### config.mk
export PLATFORM = sky130hd
export DESIGN_NAME = sci_flag_ctrl
export DESIGN_NICKNAME = d
export VERILOG_FILES = /design/src/rtl/sci_flag_pkg.sv /design/src/rtl/sci_flag_bit.sv /design/src/rtl/sci_clear_seq.sv /design/src/rtl/sci_idle_gate.sv /design/src/rtl/sci_irq_merge.sv /design/src/rtl/sci_flag_ctrl.sv
export SDC_FILE = /design/constraint.sdc
export NUM_CORES = 1
export LEC_CHECK = 0
export ABC_AREA = 1
export BUFFER_PORTS_ARGS = -buffer_cell sky130_fd_sc_hd__buf_2
export CORE_AREA = 2 2 39 41
export CTS_CLUSTER_DIAMETER = 40
export DETAILED_ROUTE_END_ITERATION = 8
export DIE_AREA = 0 0 41 43
export PLACE_DENSITY = 0.64
export SETUP_SLACK_MARGIN = 0.15
export SLEW_MARGIN = 20
export SYNTH_ARGS = -nofsm -noshare
export SYNTH_HDL_FRONTEND = slang
export SYNTH_SLANG_ARGS = --single-unit
### constraint.sdc
create_clock -name clk -period 0.95 [get_ports clk]
set_clock_uncertainty 0.05 [all_clocks]
set_input_delay 0.19 -clock clk [delete_from_list [all_inputs] [get_ports clk]]
set_output_delay 0.19 -clock clk [all_outputs]
set_load 0.01 [all_outputs]
### src/rtl/sci_flag_pkg.sv
package sci_flag_pkg;
  localparam int NFLAG  = 5;
  // flag vector index; status bit = index + (status width - NFLAG)
  localparam int F_HDR  = 0;
  localparam int F_IDLE = 1;
  localparam int F_RDR  = 2;
  localparam int F_TC   = 3;
  localparam int F_TDRE = 4;
endpackage

### src/rtl/sci_flag_bit.sv
module sci_flag_bit #(
  parameter bit RST_VAL = 1'b0
) (
  input  logic clk,
  input  logic rst,
  input  logic set_i,
  input  logic clr_i,
  output logic q_o,
  output logic nxt_o
);
  logic q_r;

  // set has priority so that no hardware event is lost
  always_comb nxt_o = set_i | (q_r & ~clr_i);

  always_ff @(posedge clk) begin
    if (rst) q_r <= RST_VAL;
    else     q_r <= nxt_o;
  end

  assign q_o = q_r;

  AST_SET_WINS: assert property (@(posedge clk) disable iff (rst)
    set_i |=> q_o);
  AST_CLEAR_TAKES: assert property (@(posedge clk) disable iff (rst)
    (clr_i && !set_i) |=> !q_o);
  AST_FLAG_STICKY: assert property (@(posedge clk) disable iff (rst)
    (!set_i && !clr_i) |=> $stable(q_o));
endmodule

### src/rtl/sci_clear_seq.sv
module sci_clear_seq (
  input  logic clk,
  input  logic rst,
  input  logic st_rd,
  input  logic dat_rd,
  input  logic dat_wr,
  output logic clr_tx,
  output logic clr_rx
);
  logic armed_q;
  logic access;

  always_comb begin
    access = dat_rd | dat_wr;
    clr_tx = armed_q & dat_wr;
    clr_rx = armed_q & dat_rd;
  end

  always_ff @(posedge clk) begin
    if (rst)         armed_q <= 1'b0;
    else if (st_rd)  armed_q <= 1'b1;
    else if (access) armed_q <= 1'b0;
  end

  AST_ARM_ON_READ: assert property (@(posedge clk) disable iff (rst)
    st_rd |=> armed_q);
  AST_ARM_DROPS: assert property (@(posedge clk) disable iff (rst)
    (access && !st_rd) |=> (!clr_tx && !clr_rx));
endmodule

### src/rtl/sci_idle_gate.sv
module sci_idle_gate (
  input  logic clk,
  input  logic rst,
  input  logic idle_ev,
  input  logic rx_ev,
  output logic idle_set
);
  logic rearm_q;

  always_comb idle_set = idle_ev & rearm_q;

  always_ff @(posedge clk) begin
    if (rst)           rearm_q <= 1'b1;
    else if (rx_ev)    rearm_q <= 1'b1;
    else if (idle_set) rearm_q <= 1'b0;
  end

  AST_IDLE_ONCE: assert property (@(posedge clk) disable iff (rst)
    (idle_set && !rx_ev) |=> !idle_set);
endmodule

### src/rtl/sci_irq_merge.sv
module sci_irq_merge #(
  parameter int N = 5
) (
  input  logic         clk,
  input  logic         rst,
  input  logic [N-1:0] flag_nxt,
  input  logic [N-1:0] en,
  output logic         irq_o
);
  logic irq_q;

  always_ff @(posedge clk) begin
    if (rst) irq_q <= 1'b0;
    else     irq_q <= |(flag_nxt & en);
  end

  assign irq_o = irq_q;

  AST_IRQ_FOLLOWS: assert property (@(posedge clk) disable iff (rst)
    (|(flag_nxt & en)) |=> irq_o);
  AST_IRQ_QUIET: assert property (@(posedge clk) disable iff (rst)
    !(|(flag_nxt & en)) |=> !irq_o);
endmodule

### src/rtl/sci_flag_ctrl.sv
module sci_flag_ctrl
  import sci_flag_pkg::*;
#(
  parameter int STAT_W = 8
) (
  input  logic              clk,
  input  logic              rst,
  input  logic              ev_txbuf_moved,
  input  logic              ev_frame_done,
  input  logic              ev_frame_is_data,
  input  logic              ev_rx_loaded,
  input  logic              ev_idle_seen,
  input  logic              ev_hdr_fault,
  input  logic              ev_overrun,
  input  logic              sync_hold,
  input  logic              st_rd,
  input  logic              dat_rd,
  input  logic              dat_wr,
  input  logic              en_tx,
  input  logic              en_tc,
  input  logic              en_rx,
  input  logic              en_idle,
  output logic [STAT_W-1:0] status_o,
  output logic              irq
);
  localparam int PAD = STAT_W - NFLAG;

  logic             clr_tx, clr_rx, idle_set;
  logic [NFLAG-1:0] set_v, clr_v, en_v, flag_q, flag_nxt;

  sci_clear_seq u_seq (
    .clk(clk), .rst(rst), .st_rd(st_rd), .dat_rd(dat_rd), .dat_wr(dat_wr),
    .clr_tx(clr_tx), .clr_rx(clr_rx)
  );

  sci_idle_gate u_idle (
    .clk(clk), .rst(rst), .idle_ev(ev_idle_seen), .rx_ev(ev_rx_loaded),
    .idle_set(idle_set)
  );

  always_comb begin
    set_v[F_TDRE] = ev_txbuf_moved;
    set_v[F_TC]   = ev_frame_done & ev_frame_is_data;
    set_v[F_RDR]  = ev_rx_loaded;
    set_v[F_IDLE] = idle_set;
    set_v[F_HDR]  = ev_hdr_fault | ev_overrun;

    clr_v[F_TDRE] = clr_tx;
    clr_v[F_TC]   = clr_tx;
    clr_v[F_RDR]  = clr_rx;
    clr_v[F_IDLE] = clr_rx;
    clr_v[F_HDR]  = clr_rx & ~sync_hold;

    en_v[F_TDRE]  = en_tx;
    en_v[F_TC]    = en_tc;
    en_v[F_RDR]   = en_rx;
    en_v[F_IDLE]  = en_idle;
    en_v[F_HDR]   = en_rx;
  end

  for (genvar i = 0; i < NFLAG; i++) begin : g_flag
    sci_flag_bit #(.RST_VAL(1'b0)) u_bit (
      .clk(clk), .rst(rst), .set_i(set_v[i]), .clr_i(clr_v[i]),
      .q_o(flag_q[i]), .nxt_o(flag_nxt[i])
    );
  end

  sci_irq_merge #(.N(NFLAG)) u_irq (
    .clk(clk), .rst(rst), .flag_nxt(flag_nxt), .en(en_v), .irq_o(irq)
  );

  assign status_o = {flag_q, {PAD{1'b0}}};

  AST_TC_DATA_ONLY: assert property (@(posedge clk) disable iff (rst)
    (!status_o[PAD+F_TC] && !(ev_frame_done && ev_frame_is_data))
      |=> !status_o[PAD+F_TC]);
  AST_HDR_HELD: assert property (@(posedge clk) disable iff (rst)
    (sync_hold && status_o[PAD+F_HDR]) |=> status_o[PAD+F_HDR]);
  AST_LOW_ZERO: assert property (@(posedge clk) disable iff (rst)
    status_o[PAD-1:0] == '0);
endmodule

==> flow_summary.ini, run 1 <==
[run_status]
status = finished with violations
violations = setup timing

[power_and_ir_drop]
power.total_uw = 790
switchingPower_uw = 201
power.share.switching_pct = 25.4
p_clk_share_pct = 32.3
comb_power_share_pct = 19.3
ir_drop_mv = 0.565
total_leakage_power_nw = 0.278
power_density_nw_per_um2 = 1480
seqPwrFrac_pct = 48.5
p_int_uw = 589

[clock_tree]
ctsLongestPathBuffers = 2
hold_buffers = 0
numCtsBuffers = 3
clk_pin_slew_ns = 0.05
clockRootBuffer = clkbuf_4
clock_sinks = 8
clk_latency_ns = 0.25
htreeDepth = 1
cts_tree = yes

[logic_synthesis]
synth_top_area_share_pct = 43.5
ys_types = 11
seq_area_frac_synth_pct = 43.5
yosys_warnings = 0
synth_seq_cells = 8
yosys.area.top_type = dfxtp_1
syn_area_um2 = 368
synthCells = 50
synth.area.top_cells = dfxtp_1, buf_4, nand2_1
avgSynthCellArea_um2 = 7.36

[drt]
drt-total-wl_um = 798
drc = 0
vias = 353
wl_per_cell_um = 9.39
final_antenna_net_count = 0
drt_iter0_markers = 2
first_pass_iters = 4
via_per_inst = 4.15

[die]
initial_utilization_pct = 26.6
die_area_um2 = 1760
dieWidth_um = 41
die_h_um = 43
design.core.area_um2 = 1380
ioPinCount = 26
floorplan.rows = 14

[min_path]
hold_depth = 3
hp-start = st_rd
hold_class = in2reg

[final_layout]
area_growth_pct = 45.6
final_cell_mix = buf_2, nand2_1, nor2_1
antenna_cells = 0
fillers = 155
drive_gt1_share_pct = 58.0
final_common_cell = buf_2
final_nets = 88
finish.instance_area_um2 = 536

[global_route]
grt_start_max_net_pins = 9
grt_overflow = 0
antenna_found_initial = 0
met2_usage_pct = 15.9
grt_pass1_wl_um = 1190
grt_use_total_pct = 10.3
grt_pass1_vias = 310
grt_most_used_layer = met2
gr-usage-met1_pct = 11.7
met3_usage_pct = 3.14

[placement]
gp_congestion = 0.762
io_buffers = 22
place_area_um2 = 450
dpl.hpwl_um = 627

[sta]
rsz0062_at_grt = true
hold_violations = 0
finalWorstSetupSlack_ns = -0.00823
slew_viol_final = 0
max_freq_mhz = 1040
setup_violations = 1
period_minus_slack_ns = 0.958
post-route-period-util_pct = 101

[critical_path]
crit_path_start = u_seq.armed_q
arrival_ns = 1.05
crit_fanout = 4
path_cells = nand2_4 -> a21oi_2 -> nand3_1 -> nand2_1 -> a21oi_1
regToRegStartpoint = u_seq.armed_q
cpMaxStageDelayCell = dfxtp_4
cp_slowest_stage_delay_ns = 0.37
cp_data_required_time_ns = 1.04
ff2ff_path_depth = 5
worstSetupPathType = reg2reg
cp-start-kind = flip-flop
endpoint_kind = flip-flop

[run]
cap_viol_max_count = 0
==> final timing paths <==
path                    endpoint  slack (ns)
setup reg to reg     u_irq.irq_o      -0.008
setup / recovery     u_irq.irq_o      -0.008
hold / removal     u_seq.armed_q        0.11
hold reg to reg   u_idle.rearm_q        0.41
==> cell families (layout without fill, tap and decap cells) <==
logic type | after synthesis | after routing | synth area share (%)
simple gates | 22 | 22 | 23.1
buf+inv | 11 | 28 | 19.4
compound gates | 8 | 8 | 12.9
flops | 8 | 8 | 43.5
other cells | 1 | 3 | 1.02
==> power groups by stage <==
stage / Combinational, mW / Clock, mW / Sequential [mW]
3_5_place_dp: 0.129 / 0 / 0.380
5_1_grt: 0.170 / 0.275 / 0.385
2_1_floorplan: 0.0923 / 0 / 0.379
3_3_place_gp: 0.127 / 0 / 0.379
6_report: 0.152 / 0.255 / 0.383
4_1_cts: 0.154 / 0.264 / 0.382
==> routing by layer <==
layer | vias up | wire (um)
li1 | 186 | -
met1 | 142 | 317
met2 | 22 | 370
met3 | 3 | 91
met4 | 0 | 19
met5 | - | 0
==> cells in the mapped netlist, drive strengths merged <==
master / count
inv: 2
dfxtp: 8
a211o: 1
nand2: 13
clkbuf: 1
nand3: 2
conb: 1
a21oi: 7
buf: 8
nor2: 7
==> layout make-up <==
cell class              instances  area [um^2]  area share, %
clock buffers                   3         22.5           4.21
repair buffers                 23          149           27.8
inverters                       2         7.51           1.40
well taps                      16         20.0           3.74
flip-flops and latches          8          171           32.0
multi-input cells              33          165           30.8
==> repair_timing <==
item | CTS | global route
pin swaps | 3 | 2
gates cloned | 0 | 0
hold endpoints to repair | 0 | 0
endpoints found under the setup margin | 9 | 10
resized for setup | 19 | 0
setup buffers | 0 | 0
==> critical path: cells and delay by family (launching register included) <==
| family | cells | cell delay, ns |
|---|---|---|
| and+or+nand+nor | 3 | 0.21 |
| AOI/OAI and AO/OA | 2 | 0.22 |
| DFF | 1 | 0.37 |
==> per-stage QoR <==
step	hold WS (ns)	setup slack [ns]	util [%]	setup TNS, ns	instances
finish	0.108	-0.00823	38.7	-0.00823	85
global route	0.114	-0.0936	38.7	-0.111	85
CTS	0.108	-0.0201	38.7	-0.0201	85
detailed placement	0.358	-0.0179	32.5	-0.0179	82
global placement	0.357	-0.0128	32.5	-0.0128	82
floorplan	0.239	0.0605	-	0	52
==> registers in the layout, summed over array words and instances (netlist names) <==
register          count
u_idle.rearm_q        1
g_flag.u_bit.q_o      5
u_seq.armed_q         1
u_irq.irq_o           1
Power figures use the tool's default switching activity.
==> run 2, diff against run 1 <==
Settings changed: ABC_AREA 1 to not set, PLACE_DENSITY 0.64 to 0.65.
==> flow_summary.ini, run 2 <==
[logic_synthesis]
synth_top_family_by_area = compound AO/OA/AOI/OAI gates
synthCells = 41
synth_seq_cells = 8
synthTopCellsByCount = buf_4, dfxtp_1, nor2_1
yosys.area.top_type = dfxtp_1
avgSynthCellArea_um2 = 9.31
seq_area_frac_synth_pct = 42.0
yosys.area_share.simple_pct = 13.1
yosys_warnings = 0
synth_top_area_share_pct = 42.0
synth.area.top_cells = dfxtp_1, buf_4, nor2_1
synth_fa_ha_area_share_pct = 0
synthMuxAreaShare_pct = 0
synth-compound-area-share_pct = 27.2
synth-edff-count = 0
synth_xor_area_share_pct = 0
ys_async_sr_fraction_pct = 0
syn_area_um2 = 382
ys_types = 19
ys.flop_type = dfxtp_1

[placement]
io_buffers = 22
dp_slack_ns = -0.200
dpl.hpwl_um = 649
dp.cells = 76
gp_congestion = 0.741

[min_path]
hold_path_end = u_idle.rearm_q
hold_depth = 2
hold_class = in2reg
hp-start = ev_idle_seen

[sta]
slew_viol_final = 0
hold_violations = 0
rsz0062_at_grt = true
period_minus_slack_ns = 1.15
setup_violations = 5
max_freq_mhz = 870
finalWorstSetupSlack_ns = -0.199
post-route-period-util_pct = 121

[clock_tree]
clk_latency_ns = 0.25
cts_tree = yes
clock_sinks = 8
clk_pin_slew_ns = 0.05
htreeDepth = 1
ctsLongestPathBuffers = 2
numCtsBuffers = 3
clockRootBuffer = clkbuf_4
hold_buffers = 0

[power_and_ir_drop]
power.total_uw = 827
total_leakage_power_nw = 0.287
power_density_nw_per_um2 = 1400
ir_drop_mv = 0.621

[final_layout]
final_cell_mix = buf_2, buf_6, nor2_1, dfxtp_2
drive_gt1_share_pct = 69.2
largest_register_ffs = 5
final_nets = 84
final_common_cell = buf_2
antenna_cells = 0
area_growth_pct = 54.4
final_util_pct = 42.6
fillers = 144
final_cells = 81

[drt]
via_per_inst = 4.42
drt_iter0_markers = 4
vias = 358
first_pass_iters = 4
wl_per_cell_um = 11.4
final_antenna_net_count = 0
drt-total-wl_um = 927
drc = 0

[global_route]
grt_overflow = 0
grt_pass1_wl_um = 1410
grt_use_total_pct = 13.3
antenna_found_initial = 0
grt_pass1_vias = 328
grt_start_max_net_pins = 9

[critical_path]
cp-start-kind = flip-flop
cp_data_required_time_ns = 1.03
ff2ff_path_depth = 4
regToRegStartpoint = u_seq.armed_q
endpoint_kind = flip-flop
arrival_ns = 1.23
crit_fanout = 3
r2r_end = u_irq.irq_o
worstSetupPathType = reg2reg
r2r_setup_slack_ns = -0.20

[die]
dieWidth_um = 41
die_h_um = 43
design.core.area_um2 = 1380
ioPinCount = 26
die_area_um2 = 1760
floorplan.rows = 14
initial_utilization_pct = 27.6

[run]
cap_viol_max_count = 0

[run_status]
violations = setup timing
status = finished with violations
[run 2: worst max-delay path by stage]
stage | startpoint | end | slack (ns) | depth (start not counted)
finish | u_seq.armed_q | u_irq.irq_o | -0.20 | 4
global route | u_seq.armed_q | u_irq.irq_o | -0.25 | 4
CTS | u_seq.armed_q | u_irq.irq_o | -0.21 | 4
detailed placement | u_seq.armed_q | u_irq.irq_o | -0.20 | 4
global placement | u_seq.armed_q | u_irq.irq_o | -0.17 | 4
floorplan | u_seq.armed_q | u_irq.irq_o | -0.11 | 4
[run 2: cell type report]
| cell class | instances | area (um^2) | area share (%) |
|---|---|---|---|
| Tap cell | 16 | 20.0 | 3.40 |
| Multi-Input combinational cell | 26 | 185 | 31.4 |
| Timing Repair Buffer | 27 | 190 | 32.3 |
| Clock buffer | 3 | 22.5 | 3.82 |
| Inverter | 1 | 3.75 | 0.637 |
| Sequential cell | 8 | 168 | 28.5 |
[run 2: timing repair]
action                                  CTS  global route
buffers inserted                          1             1
pin swaps                                 1             1
endpoints found under the hold margin     0             0
endpoints found under the setup margin   12            13
gates resized for setup                  17             1
[run 2: worst max-delay path: stages (launching register included)]
cell     delay [ns]
dfxtp_2        0.33
nand2_2        0.06
o21a_1         0.18
o41ai_2        0.29
a21oi_1        0.11
[run 2: cell families after synthesis]
| logic type | Yosys count |
|---|---|
| AO/OA/AOI/OAI | 12 |
| buffers and inverters | 9 |
| flip-flops | 8 |
| other | 1 |
| AND/OR/NAND/NOR | 11 |
[run 2: per-stage QoR]
step	hold WS, ns	setup TNS [ns]	area (um^2)
2_1_floorplan	0.205	-0.111	390
3_3_place_gp	0.345	-0.216	483
3_5_place_dp	0.346	-0.262	483
4_1_cts	0.0842	-0.412	578
5_1_grt	0.0936	-0.680	589
6_report	0.0885	-0.420	589
[run 2: power breakdown]
part / internal, mW / leakage [nW] / switching (mW)
Clock: 0.144 / 0.0138 / 0.112
Sequential: 0.364 / 0.0681 / 0.0162
Combinational: 0.109 / 0.205 / 0.0820
Total: 0.617 / 0.287 / 0.210
[run 2: per-layer routing]
| metal | share of wire [%] | vias to the layer above | routed length (um) | GRT usage (%) |
|---|---|---|---|---|
| li1 | - | 183 | - | - |
| met2 | 52 | 18 | 480 | 19.4 |
| met1 | 38 | 155 | 348 | 12.9 |
| met3 | 8.1 | 2 | 75 | 7.85 |
| met4 | 2.4 | 0 | 22 | 10.0 |
| met5 | 0 | - | 0 | 0 |
==> run 3, diff against run 2 <==
Settings changed: ABC_AREA set to 1, CELL_PAD_IN_SITES_DETAIL_PLACEMENT set to 1, CELL_PAD_IN_SITES_GLOBAL_PLACEMENT set to 2, CORE_AREA 2 2 39 41 to not set, CORE_ASPECT_RATIO set to 1.5, CORE_MARGIN set to 2, CORE_UTILIZATION set to 16, DIE_AREA 0 0 41 43 to not set, PLACE_DENSITY 0.65 to 0.73, SKIP_LAST_GASP set to 1.
==> flow_summary.ini, run 3 (synthesis gave the netlist of run 1 again) <==
[sta]
hold_violations = 0
slew_viol_final = 0
setup_violations = 1
rsz0062_at_grt = true
whs_ns = 0.105
post-route-period-util_pct = 101
period_minus_slack_ns = 0.964
max_freq_mhz = 1040
finalWorstSetupSlack_ns = -0.0140

[min_path]
hold_class = in2reg

[clock_tree]
htreeDepth = 1
numCtsBuffers = 3
cts_tree = yes
clock_sinks = 8
post_cts_buffers = 0
clockRootBuffer = clkbuf_4
ctsLongestPathBuffers = 2
clk_latency_ns = 0.25
clk_pin_slew_ns = 0.06

[drt]
drt_iter0_markers = 1
vias = 361
first_pass_iters = 2
via_per_inst = 3.84
drt-total-wl_um = 963
final_antenna_net_count = 0
drc = 0
wl_per_cell_um = 10.2

[run_status]
status = finished with violations
violations = setup timing

[power_and_ir_drop]
seqPwrFrac_pct = 47.7
p_clk_share_pct = 32.4
total_leakage_power_nw = 0.279
comb_power_share_pct = 19.9
switchingPower_uw = 203
power_density_nw_per_um2 = 1460
p_int_uw = 592
ir_drop_mv = 0.583
power.share.switching_pct = 25.5

[global_route]
grt_pass1_wl_um = 1520
grt_use_total_pct = 7.58
grt_pass1_vias = 389
grt_start_max_net_pins = 9
grt_overflow = 0
antenna_found_initial = 0

[final_layout]
final_common_cell = buf_2
drive_gt1_share_pct = 56.3
fillers = 297
final_nets = 90
area_growth_pct = 47.6
antenna_cells = 0
final_cell_mix = buf_2, nand2_1, nor2_1
largest_register_ffs = 5
final_cells = 94

[die]
floorplan.rows = 21
design.core.area_um2 = 2210
dieWidth_um = 43.2
die_area_um2 = 2710
die_h_um = 62.7
ioPinCount = 26
initial_utilization_pct = 16.7

[run]
cap_viol_max_count = 0

[critical_path]
worstSetupPathType = reg2reg
cpMaxStageDelayCell = dfxtp_4
path_cells = nand2_2 -> a21oi_2 -> nand3_1 -> nand2_1 -> a21oi_1
cp_data_required_time_ns = 1.04
crit_fanout = 4
arrival_ns = 1.05
cp-start-kind = flip-flop
cp_slowest_stage_delay_ns = 0.36
path_buf_inv = 0
endpoint_kind = flip-flop
crit_family = flip-flops

[placement]
dp.cells = 91
gp_congestion = 0.626
dpl.hpwl_um = 830
io_buffers = 22
[run 3: cell count changes in the layout (fill, tap and decap cells not counted), sizes merged, moves of 2 or more]
cell,before,now
a21oi,3,7
nand2,2,13
a22o,2,0
nand3,0,2
buf,27,25
nor2b,2,0
[run 3: tightest hold or removal path, stage by stage]
cell and delay, ns:
buf_2 0.08, a21oi_1 0.03, nor2_1 0.06
[run 3: through the flow]
stage                     power [mW]  area (um^2)  worst slack, ns  TNS (ns)  util [%]
after CTS                      0.822          538          -0.0528   -0.0557      24.4
after floorplan                0.472          377           0.0605         0         -
after detailed placement       0.523          474          -0.0736   -0.0736      21.5
after global placement         0.517          474          -0.0382   -0.0382      21.5
final                          0.794          543          -0.0140   -0.0140      24.6
after global routing           0.861          543           -0.128    -0.201      24.6
[run 3: timing repair]
item                                    in CTS  in global routing
hold buffers                                 0                  0
endpoints found under the setup margin      11                 12
resized for setup                           13                  2
pin swaps                                    1                  1
[run 3: area by class of cell]
class                      count  area [um^2]  area share (%)
timing repair buffer          25          158            29.0
clock buffer                   3         22.5            4.15
multi-input combinational     33          155            28.6
sequential                     8          171            31.6
inverter                       2         7.51            1.38
tap                           23         28.8            5.30
[run 3: path summary, 6_finish.rpt]
| kind | start | to | slack [ns] | depth (start not counted) |
|---|---|---|---|---|
| min | st_rd | u_seq.armed_q | 0.11 | 3 |
| max reg2reg | u_seq.armed_q | u_irq.irq_o | -0.01 | 5 |
| max | u_seq.armed_q | u_irq.irq_o | -0.01 | 5 |
| min reg2reg | u_idle.rearm_q | u_idle.rearm_q | 0.42 | 1 |
[run 3: layer usage]
metal	up-vias	GRT usage [%]	share of wire, %
li1	189	-	-
met1	159	7.80	37
met2	13	12.5	56
met3	0	2.89	7.1
met4	0	4.55	0
met5	-	0	0
[run 3: power groups by stage]
| stage | clock network (mW) | logic, mW | registers [mW] |
|---|---|---|---|
| detailed placement | 0 | 0.143 | 0.380 |
| global placement | 0 | 0.138 | 0.379 |
| global route | 0.303 | 0.177 | 0.382 |
| CTS | 0.281 | 0.161 | 0.380 |
| finish | 0.257 | 0.158 | 0.379 |
| floorplan | 0 | 0.0923 | 0.379 |
